`src/rtl/ecc_regs_pkg.sv`:
```
// Package: register indices, reset values and per-variant masks for the
// ECC controller register file. Assumes variant codes 0, 1 or 2.
package ecc_regs_pkg;

    localparam int NUM_REGS = 9;
    localparam int IDX_EN   = 0;
    localparam int IDX_DLY  = 1;
    localparam int IDX_STS  = 2;
    localparam int IDX_VID  = 3;
    localparam int IDX_FA0  = 4;
    localparam int IDX_FA1  = 5;
    localparam int IDX_DIAG = 6;
    localparam int IDX_EV0  = 7;
    localparam int IDX_EV1  = 8;

    localparam logic [31:0] DLY_RESET = 32'h0000_0020;
    localparam logic [31:0] DLY_WMASK = 32'h7FFF_FFFF;
    localparam logic [31:0] FA0_RESET = 32'h07C0_0000;

    // Bits an enable write may store for the given variant.
    function automatic logic [31:0] en_write_mask(input int variant);
        return (variant == 0) ? 32'h0000_0103 : 32'h0000_0BFF;
    endfunction

    // Stored enable bits that survive reset for the given variant.
    function automatic logic [31:0] en_keep_mask(input int variant);
        return (variant == 0) ? 32'h0000_0100 : 32'h0000_0BFC;
    endfunction

    // Identification code placed in enable bits 31:28.
    function automatic logic [3:0] id_code(input int variant);
        return (variant == 0) ? 4'h0 : 4'(variant);
    endfunction

endpackage

```
`src/rtl/ecc_enable_reg.sv`:
```
// Enable register. Write masking, reset retention and the read-back
// identification field all depend on VARIANT. Assumes a synchronous
// active-low reset. The stored bits power up as zero.
module ecc_enable_reg
    import ecc_regs_pkg::*;
#(
    parameter int VARIANT = 2
) (
    input  logic        clk,
    input  logic        rst_n,
    input  logic        wr_en,
    input  logic [31:0] wdata,
    output logic [31:0] q,
    output logic        ce_irq_en
);
    localparam logic [31:0] WMASK = en_write_mask(VARIANT);
    localparam logic [31:0] KEEP  = en_keep_mask(VARIANT);
    localparam logic [3:0]  ID    = id_code(VARIANT);

    logic [31:0] stored_q = '0;

    // Store the masked write, or keep only the retained bits on reset.
    always_ff @(posedge clk) begin
        if (!rst_n)
            stored_q <= stored_q & KEEP;
        else if (wr_en)
            stored_q <= wdata & WMASK;
    end

    // Put the identification code on top of the stored bits.
    always_comb begin
        q = stored_q;
        q[31:28] = ID;
    end

    assign ce_irq_en = stored_q[1];

    AST_EN_MASKED: assert property (@(posedge clk) disable iff (!rst_n)
        wr_en |=> ((q & ~(WMASK | 32'hF000_0000)) == 32'h0));
endmodule

```
`src/rtl/ecc_fault_unit.sv`:
```
// Fault status, fault address registers and the error interrupt.
// A capture strobe takes priority over a same-cycle bus write to status.
// Assumes a synchronous active-low reset.
module ecc_fault_unit
    import ecc_regs_pkg::*;
(
    input  logic        clk,
    input  logic        rst_n,
    input  logic        st_wr,
    input  logic [31:0] st_wdata,
    input  logic        flt_valid,
    input  logic        flt_ue,
    input  logic [3:0]  flt_dw,
    input  logic [7:0]  flt_synd,
    input  logic [31:0] flt_addr0,
    input  logic [31:0] flt_addr1,
    input  logic        ce_irq_en,
    output logic [31:0] status_q,
    output logic [31:0] fa0_q,
    output logic [31:0] fa1_q,
    output logic        irq
);
    logic [31:0] cap_word;
    logic        raise;
    logic        irq_next;

    // Assemble the captured status word and the multiple-error flag.
    always_comb begin
        cap_word        = '0;
        cap_word[0]     = ~flt_ue;
        cap_word[3]     = flt_ue;
        cap_word[7:4]   = flt_dw;
        cap_word[15:8]  = flt_synd;
        cap_word[16]    = status_q[0] | status_q[3];
    end

    // Decide the next interrupt level: capture raise, then write clear.
    always_comb begin
        raise = flt_valid & (flt_ue | ce_irq_en);
        if (raise)
            irq_next = 1'b1;
        else if (st_wr)
            irq_next = 1'b0;
        else
            irq_next = irq;
    end

    // Register status, fault addresses and the interrupt.
    always_ff @(posedge clk) begin
        if (!rst_n) begin
            status_q <= '0;
            fa0_q    <= FA0_RESET;
            fa1_q    <= '0;
            irq      <= 1'b0;
        end else begin
            irq <= irq_next;
            if (flt_valid) begin
                status_q <= cap_word;
                fa0_q    <= flt_addr0;
                fa1_q    <= flt_addr1;
            end else if (st_wr) begin
                status_q <= st_wdata;
            end
        end
    end

    AST_STS_WR_CLEARS_IRQ: assert property (@(posedge clk) disable iff (!rst_n)
        (st_wr && !flt_valid) |=> !irq);
    AST_FA_HOLD: assert property (@(posedge clk) disable iff (!rst_n)
        !flt_valid |=> ($stable(fa0_q) && $stable(fa1_q)));
    AST_ME_SET: assert property (@(posedge clk) disable iff (!rst_n)
        (flt_valid && (status_q[0] || status_q[3])) |=> status_q[16]);
    AST_UE_RAISES: assert property (@(posedge clk) disable iff (!rst_n)
        (flt_valid && flt_ue) |=> irq);
    AST_CE_GATED: assert property (@(posedge clk) disable iff (!rst_n)
        (flt_valid && !flt_ue && !ce_irq_en && !irq) |=> !irq);
endmodule

```
`src/rtl/ecc_diag_window.sv`:
```
// Byte-wide diagnostic store of DEPTH entries. One byte is written per
// access and read combinationally. Assumes a synchronous active-low reset.
module ecc_diag_window #(
    parameter int DEPTH = 4,
    localparam int SEL_W = $clog2(DEPTH)
) (
    input  logic             clk,
    input  logic             rst_n,
    input  logic             wr_en,
    input  logic [SEL_W-1:0] sel,
    input  logic [7:0]       wdata,
    output logic [7:0]       rdata
);
    logic [7:0] mem_q [DEPTH];

    // Clear every entry on reset, or update the selected byte.
    always_ff @(posedge clk) begin
        if (!rst_n) begin
            for (int k = 0; k < DEPTH; k++) mem_q[k] <= '0;
        end else if (wr_en) begin
            mem_q[sel] <= wdata;
        end
    end

    assign rdata = mem_q[sel];
endmodule

```
`src/rtl/ecc_ctl_regs.sv`:
```
// Top of the ECC controller register file: address decode, plain data
// registers, read multiplexer, and the variant-0 diagnostic window.
// Assumes ADDR_W >= 13 and a synchronous active-low reset.
module ecc_ctl_regs
    import ecc_regs_pkg::*;
#(
    parameter int VARIANT = 2,
    parameter int ADDR_W  = 13
) (
    input  logic              clk,
    input  logic              rst_n,
    input  logic              bus_sel,
    input  logic              bus_wr,
    input  logic              bus_byte,
    input  logic [ADDR_W-1:0] bus_addr,
    input  logic [31:0]       bus_wdata,
    output logic [31:0]       bus_rdata,
    input  logic              flt_valid,
    input  logic              flt_ue,
    input  logic [3:0]        flt_dw,
    input  logic [7:0]        flt_synd,
    input  logic [31:0]       flt_addr0,
    input  logic [31:0]       flt_addr1,
    output logic              irq
);
    localparam int WIN_BIT = ADDR_W - 1;
    localparam int IDX_W   = ADDR_W - 3;
    localparam int PLAIN_N = 4;

    logic [IDX_W-1:0] idx;
    logic             reg_acc;
    logic             reg_wr;
    logic             win_acc;
    logic [31:0]      en_q, dly_q, sts_q, fa0_q, fa1_q;
    logic [31:0]      plain_q [PLAIN_N];
    logic             ce_irq_en;
    logic [7:0]       diag_rd;

    // Map each plain register slot to its word index.
    function automatic int plain_idx(input int k);
        case (k)
            0:       return IDX_VID;
            1:       return IDX_DIAG;
            2:       return IDX_EV0;
            default: return IDX_EV1;
        endcase
    endfunction

    assign idx     = bus_addr[WIN_BIT-1:2];
    assign reg_acc = !bus_addr[WIN_BIT] && !bus_byte;
    assign reg_wr  = bus_sel && bus_wr && reg_acc;
    assign win_acc = bus_addr[WIN_BIT] && bus_byte && (idx == '0);

    ecc_enable_reg #(.VARIANT(VARIANT)) u_en (
        .clk       (clk),
        .rst_n     (rst_n),
        .wr_en     (reg_wr && idx == IDX_W'(IDX_EN)),
        .wdata     (bus_wdata),
        .q         (en_q),
        .ce_irq_en (ce_irq_en)
    );

    ecc_fault_unit u_flt (
        .clk       (clk),
        .rst_n     (rst_n),
        .st_wr     (reg_wr && idx == IDX_W'(IDX_STS)),
        .st_wdata  (bus_wdata),
        .flt_valid (flt_valid),
        .flt_ue    (flt_ue),
        .flt_dw    (flt_dw),
        .flt_synd  (flt_synd),
        .flt_addr0 (flt_addr0),
        .flt_addr1 (flt_addr1),
        .ce_irq_en (ce_irq_en),
        .status_q  (sts_q),
        .fa0_q     (fa0_q),
        .fa1_q     (fa1_q),
        .irq       (irq)
    );

    // Delay register: bit 31 is always stored as zero.
    always_ff @(posedge clk) begin
        if (!rst_n)
            dly_q <= DLY_RESET;
        else if (reg_wr && idx == IDX_W'(IDX_DLY))
            dly_q <= bus_wdata & DLY_WMASK;
    end

    // Full-width registers without side effects.
    for (genvar g = 0; g < PLAIN_N; g++) begin : gen_plain
        always_ff @(posedge clk) begin
            if (!rst_n)
                plain_q[g] <= '0;
            else if (reg_wr && idx == IDX_W'(plain_idx(g)))
                plain_q[g] <= bus_wdata;
        end
    end

    // Diagnostic byte window, present on variant 0 only.
    if (VARIANT == 0) begin : gen_diag
        ecc_diag_window #(.DEPTH(4)) u_diag (
            .clk   (clk),
            .rst_n (rst_n),
            .wr_en (bus_sel && bus_wr && win_acc),
            .sel   (bus_addr[1:0]),
            .wdata (bus_wdata[7:0]),
            .rdata (diag_rd)
        );
    end else begin : gen_no_diag
        assign diag_rd = '0;
    end

    // Read multiplexer: unmapped space returns zero.
    always_comb begin
        bus_rdata = '0;
        if (reg_acc) begin
            case (idx)
                IDX_W'(IDX_EN):   bus_rdata = en_q;
                IDX_W'(IDX_DLY):  bus_rdata = dly_q;
                IDX_W'(IDX_STS):  bus_rdata = sts_q;
                IDX_W'(IDX_VID):  bus_rdata = plain_q[0];
                IDX_W'(IDX_FA0):  bus_rdata = fa0_q;
                IDX_W'(IDX_FA1):  bus_rdata = fa1_q;
                IDX_W'(IDX_DIAG): bus_rdata = plain_q[1];
                IDX_W'(IDX_EV0):  bus_rdata = plain_q[2];
                IDX_W'(IDX_EV1):  bus_rdata = plain_q[3];
                default:          bus_rdata = '0;
            endcase
        end else if (win_acc) begin
            bus_rdata = {24'h0, diag_rd};
        end
    end

    AST_UNMAPPED_ZERO: assert property (@(posedge clk) disable iff (!rst_n)
        (bus_sel && !bus_wr && reg_acc && idx > IDX_W'(NUM_REGS - 1)) |-> (bus_rdata == 32'h0));
    AST_ID_FIELD: assert property (@(posedge clk) disable iff (!rst_n)
        (bus_sel && reg_acc && idx == IDX_W'(IDX_EN)) |-> (bus_rdata[31:28] == id_code(VARIANT)));
    AST_DLY_RESET: assert property (@(posedge clk) disable iff (!rst_n)
        $rose(rst_n) |-> (dly_q == DLY_RESET));
    AST_DLY_MSB: assert property (@(posedge clk) disable iff (!rst_n)
        (bus_sel && reg_acc && idx == IDX_W'(IDX_DLY)) |-> !bus_rdata[31]);
endmodule

```
`config.mk`:
```
export PLATFORM = sky130hd
export DESIGN_NAME = ecc_ctl_regs
export DESIGN_NICKNAME = d
export VERILOG_FILES = /design/src/rtl/ecc_regs_pkg.sv /design/src/rtl/ecc_enable_reg.sv /design/src/rtl/ecc_fault_unit.sv /design/src/rtl/ecc_diag_window.sv /design/src/rtl/ecc_ctl_regs.sv
export SDC_FILE = /design/constraint.sdc
export NUM_CORES = 1
export LEC_CHECK = 0
export BUFFER_PORTS_ARGS = -buffer_cell sky130_fd_sc_hd__buf_2
export CAP_MARGIN = 20
export CORE_ASPECT_RATIO = 2
export CORE_MARGIN = 10
export CORE_UTILIZATION = 49
export DETAILED_ROUTE_END_ITERATION = 12
export MAX_ROUTING_LAYER = met4
export PLACE_DENSITY = 0.72
export SLEW_MARGIN = 20
export SYNTH_ARGS = -nofsm -noshare
export SYNTH_HDL_FRONTEND = slang
export SYNTH_SLANG_ARGS = --single-unit
```
`constraint.sdc`:
```
create_clock -name clk -period 4.9 [get_ports clk]
set_input_delay 0.245 -clock clk [delete_from_list [all_inputs] [get_ports clk]]
set_output_delay 0.245 -clock clk [all_outputs]
set_load 0.02 [all_outputs]
```
Yosys cells after proc, flatten, opt, wreduce, memory -nomap -nowiden
Memories as Yosys holds them, arrays and structs flattened.
Cells that the tools add are included.

storage, ports and cells
  flip-flop bits (word level) = 139
  bits in latches = 0
  memory bits (writable) = 128
  bits in read-only memories = 0
  input port bits = 128
  output and inout port bits = 33
  word-level logic and storage cells = 66
  memories = 1

cells by class
  $add $sub $neg = 0
  multiply operators = 0
  divide/modulo/power cells = 0
  order comparisons = 0
  equal/unequal tests = 8
  shift-type cells = 0
  muxes and demuxes = 23
  bitwise gates (word level) = 9
  reduce and logical (&&, ||, !) cells = 17

memory list
  memory   depth  width  rd ports  clocked after Yosys merged registers in  write ports  line                source
  plain_q  4      32     4         0                                        4            ecc_ctl_regs.sv:35  logic [31:0] plain_q [PLAIN_N];

operator list
  operator                                              number
  case mux 32 bit (9 select lines)                      1
  two-way mux 32 bit                                    5
  equality test 10 x 3 -> 1 bit, second input constant  4
  two-way mux 17 bit                                    2
  equality test 10 x 2 -> 1 bit, second input constant  2
  two-way mux 1 bit                                     15
  equality test 10 x 1 -> 1 bit, second input constant  1
  equality test 10 x 4 -> 1 bit, second input constant  1
  logical AND 1 bit                                     10
  zero test 10 bit                                      1
  OR 1 bit                                              6
  nonzero test 2 bit                                    2
  zero test 1 bit                                       2
  inverter 1 bit                                        2
  AND reduction 2 bit                                   1
  OR reduction 2 bit                                    1
  bitwise AND 1 bit                                     1

Longest topological paths before layout
  depth in word-level cells = 8
  mapped depth = 8
  gate-level depth less buffers = 4

Modules after synthesis
From an unflattened synthesis, not the netlist that was laid out.

second synthesis, totals
  cells, all modules = 1148
  area, all modules = 12812.3 µm²

by module, submodules not included
  module          times used  cells an instance  area an instance (µm²)  seq. area each (µm²)
  ecc_ctl_regs    1           774                8399.3                  4464.3
  ecc_fault_unit  1           334                3890.0                  1941.9
  ecc_enable_reg  1           40                 523.0                   310.3

Worst setup path before layout
Ideal clock, no wire load.

  path kind = input port to flip-flop
  start point = in bus_addr[7]
  end point = mem plain_q[1][0], enable pin
  library setup time = 511 ps
  arrival time = 4239 ps
  required time = 4389 ps
  slack = 151 ps
  cell stages on the path = 3
  buffers on the path = 0
  path through = nor4_4 -> nand2_1 -> o41ai_1

RTL lines
  what         line                source
  from (decl)  ecc_ctl_regs.sv:15  input logic [ADDR_W-1:0] bus_addr,
  to (decl)    ecc_ctl_regs.sv:35

Worst setup path in the final report
  start point = in bus_addr[2]
  end point = out bus_rdata[11]

between the ends
  cells in the longest elaborated chain, start to end = 3
  elaborated cells on any way between the ends = 11
  classes of those cells = 8 x eq/ne; 2 x mux; 1 x reduce/logical

RTL lines
  what                                                   line                 source
  equality test 10 x 4 -> 1 bit (tied with other cells)  ecc_ctl_regs.sv:117  case (idx)
  case mux 32 bit (9 select lines) *                     ecc_ctl_regs.sv:117
  two-way mux 32 bit *                                   ecc_ctl_regs.sv:116  if (reg_acc) begin
  to (decl)                                              ecc_ctl_regs.sv:17   output logic [31:0] bus_rdata,

Mark *: on every way between the ends. The rest lies on a longest branch, timed or not.

==> flow_summary.yaml <==
status:
  status: "completed"
detailed_routing:
  wire_per_inst_um: 24.3
  firstDrtPassIters: 5
  ant_nets: 0
  drt-initial-drc-count: 796
  via_per_inst: 5.88
  vias: 9902
  drc_errors: 0
  wirelength_um: 40900
finish:
  num-nets-final: 1464
  fillerInstances: 2117
  fin_cells: 1684
  drive_gt1_share_pct: 20.1
  area_growth_pct: 20.7
  multi_input_area_um2: 5100
  regArea_um2: 6720
synth:
  syn_area_um2: 12200
  yosysTopAreaCell: "edfxtp_1"
  synth_top_area_share_pct: 33.7
  yosysWarnings: 0
  synth_area_leaders: "edfxtp_1 34%, dfxtp_1 21%, mux2i_1 8.9%"
  synth-edff-count: 137
  synth_common_cells: "168 x nand2_1, 137 x edfxtp_1, 130 x dfxtp_1"
  yosysSeqAreaShare_pct: 55.1
  avgSynthCellArea_um2: 10.7
  synth.most_common_cell: "nand2_1"
  synth_seq_cells: 267
  syn_nets: 1264
  ys_async_sr_fraction_pct: 0
  ys.flop_type: "edfxtp_1"
  synthDistinctLibCells: 55
  synth_cells: 1136
clock_network:
  post_cts_buffers: 0
  clk_latency_ns: 0.52
  clock_path_buffers: 3
  cts_tree: "built"
  htree_num_levels: 1
  cts_made_buffers: 22
  path_clk_slew_ns: 0.07
  cts-root-buf: "clkbuf_16"
  cts.repair.resized: 0
  clock-sinks: 267
setup_path:
  regToRegSetupSlack_ns: 4.04
  arrival_ns: 3.14
  worst-setup-path-type: "in2out"
  cp-start-kind: "input port"
  reg2reg_depth: 2
  end_kind: "output pin"
  crit_path_max_fanout: 28
  crit_required_ns: 4.66
power_and_ir_drop:
  power_w: 0.00467
  power_leakage_nw: 5.65
  power-per-cell-area_nw_per_um2: 317
  max-vdd-ir-drop_v: 0.000326
job:
  maxCapViolCount: 0
placement:
  dp_hpwl_um: 27500
  gp_congestion: 0.946
  port_buffers: 158
  dpl.cell_count: 1575
timing:
  hold_ws_ns: 0.00103
  hold_viol: 0
  min_period_over_period_pct: 69.0
  relSlewSlack_pct: 23.7
  tightest_slew_ns: 1.14
  setup_violations: 0
  post-route-min-period_ns: 3.38
  tns_ns: 0
  fin_worst_skew_ns: 0.00722
  max_freq_ghz: 0.296
  final_max_slew_viol_count: 0
  rsz0062_at_grt: "no"
floorplanning:
  start_util_pct: 49.7
  die-area_um2: 32000
  ios: 161
  die_x_um: 132
  die_h_um: 243
  floorplan.core_area_um2: 24500
  rows: 81
global_route:
  grt_overflow: 0
  grt.busiest_layer: "met2"
  grt_first_pass_wirelength_um: 60400
  grt_max_degree: 60
  grt_pass1_vias: 10300
  gr-usage-met1_pct: 25.0
  grt_use_met2_pct: 43.8
  met3_usage_pct: 2.38
  grtUsageTotal_pct: 25.2
  grt_antenna_before_repair: 1
worst_hold_path:
  worstHoldPathType: "in2reg"
  holdPathStages: 3
==> worst paths after layout <==
path / startpoint / to
worst max-delay path: bus_addr[2] / bus_rdata[11]
worst min-delay path: bus_wdata[18] / dly_q[18]
worst max register to register: u_flt.status_q[0] / u_flt.status_q[16]
worst min register to register: dly_q[13] / dly_q[13]
==> cell type report <==
class | instances | share of cell area [%]
clock buffer | 36 | 4.30
timing repair buffer | 264 | 12.1
inverter | 7 | 0.179
tap | 332 | 2.82
multi-input combinational | 774 | 34.6
sequential | 267 | 45.6
antenna | 1 | 0.0170
clock inverter | 3 | 0.349
==> cell families after synthesis <==
logic type             Yosys count  share of synthesized area (%)
AO/OA/AOI/OAI                  209                           11.1
buffers and inverters           95                           3.48
flip-flops                     267                           55.1
multiplexers                   138                           12.7
AND/OR/NAND/NOR                427                           17.6
==> registers in the layout, summed over array words and instances, names as in the netlist <==
register        count
u_flt.status_q     32
dly_q              31
u_flt.fa0_q        32
u_en.stored_q      11
u_flt.fa1_q        32
plain_q           128
u_flt.irq           1
==> power by group <==
| group | internal, W | switching [W] |
|---|---|---|
| sequential | 0.00244 | 0.0000419 |
| combinational | 0.000188 | 0.000270 |
| clock | 0.000940 | 0.000794 |
| total | 0.00356 | 0.00111 |
==> metal layers <==
metal | part of all wire, % | vias up
li1 | - | 4471
met1 | 34 | 4851
met2 | 52 | 440
met3 | 5.4 | 140
met4 | 8.4 | 0
met5 | 0 | -
==> repair_timing <==
item / CTS / global route
hold buffers: 69 / 0
hold endpoints to repair: 73 / 0
setup endpoints to repair: 0 / 0
==> per-stage QoR <==
step	instance area, um2	utilization, %	setup slack [ns]
after floorplan	12200	-	0.151
final	14700	60.0	1.52
after CTS	14700	60.0	1.59
after global placement	13300	54.4	1.61
after global routing	14700	60.0	1.43
after detailed placement	13300	54.4	1.60
==> critical path: stages <==
cell	delay [ns]
buf_2	0.39
nor3_2	0.66
o2111ai_2	0.64
nor2_1	0.68
o2bb2ai_1	0.26
buf_2	0.24
==> layout by cell type (no fill, tap or decap), types with 9 or more instances in the layout <==
cell type and n:
clkbuf_16 22, a22oi_1 18, o22ai_1 15, a32oi_1 9, nand3_1 10, mux2i_1 108
buf_4 37, nand2_1 168, a21oi_1 73, o21ai_0 24, mux2_2 18, a31oi_1 23
edfxtp_1 137, nor2_1 75, dlygate4sd3_1 69, dfxtp_1 130, mux4_2 12, and2_1 129
buf_2 157, clkbuf_1 11
Power figures use the tool's default switching activity.
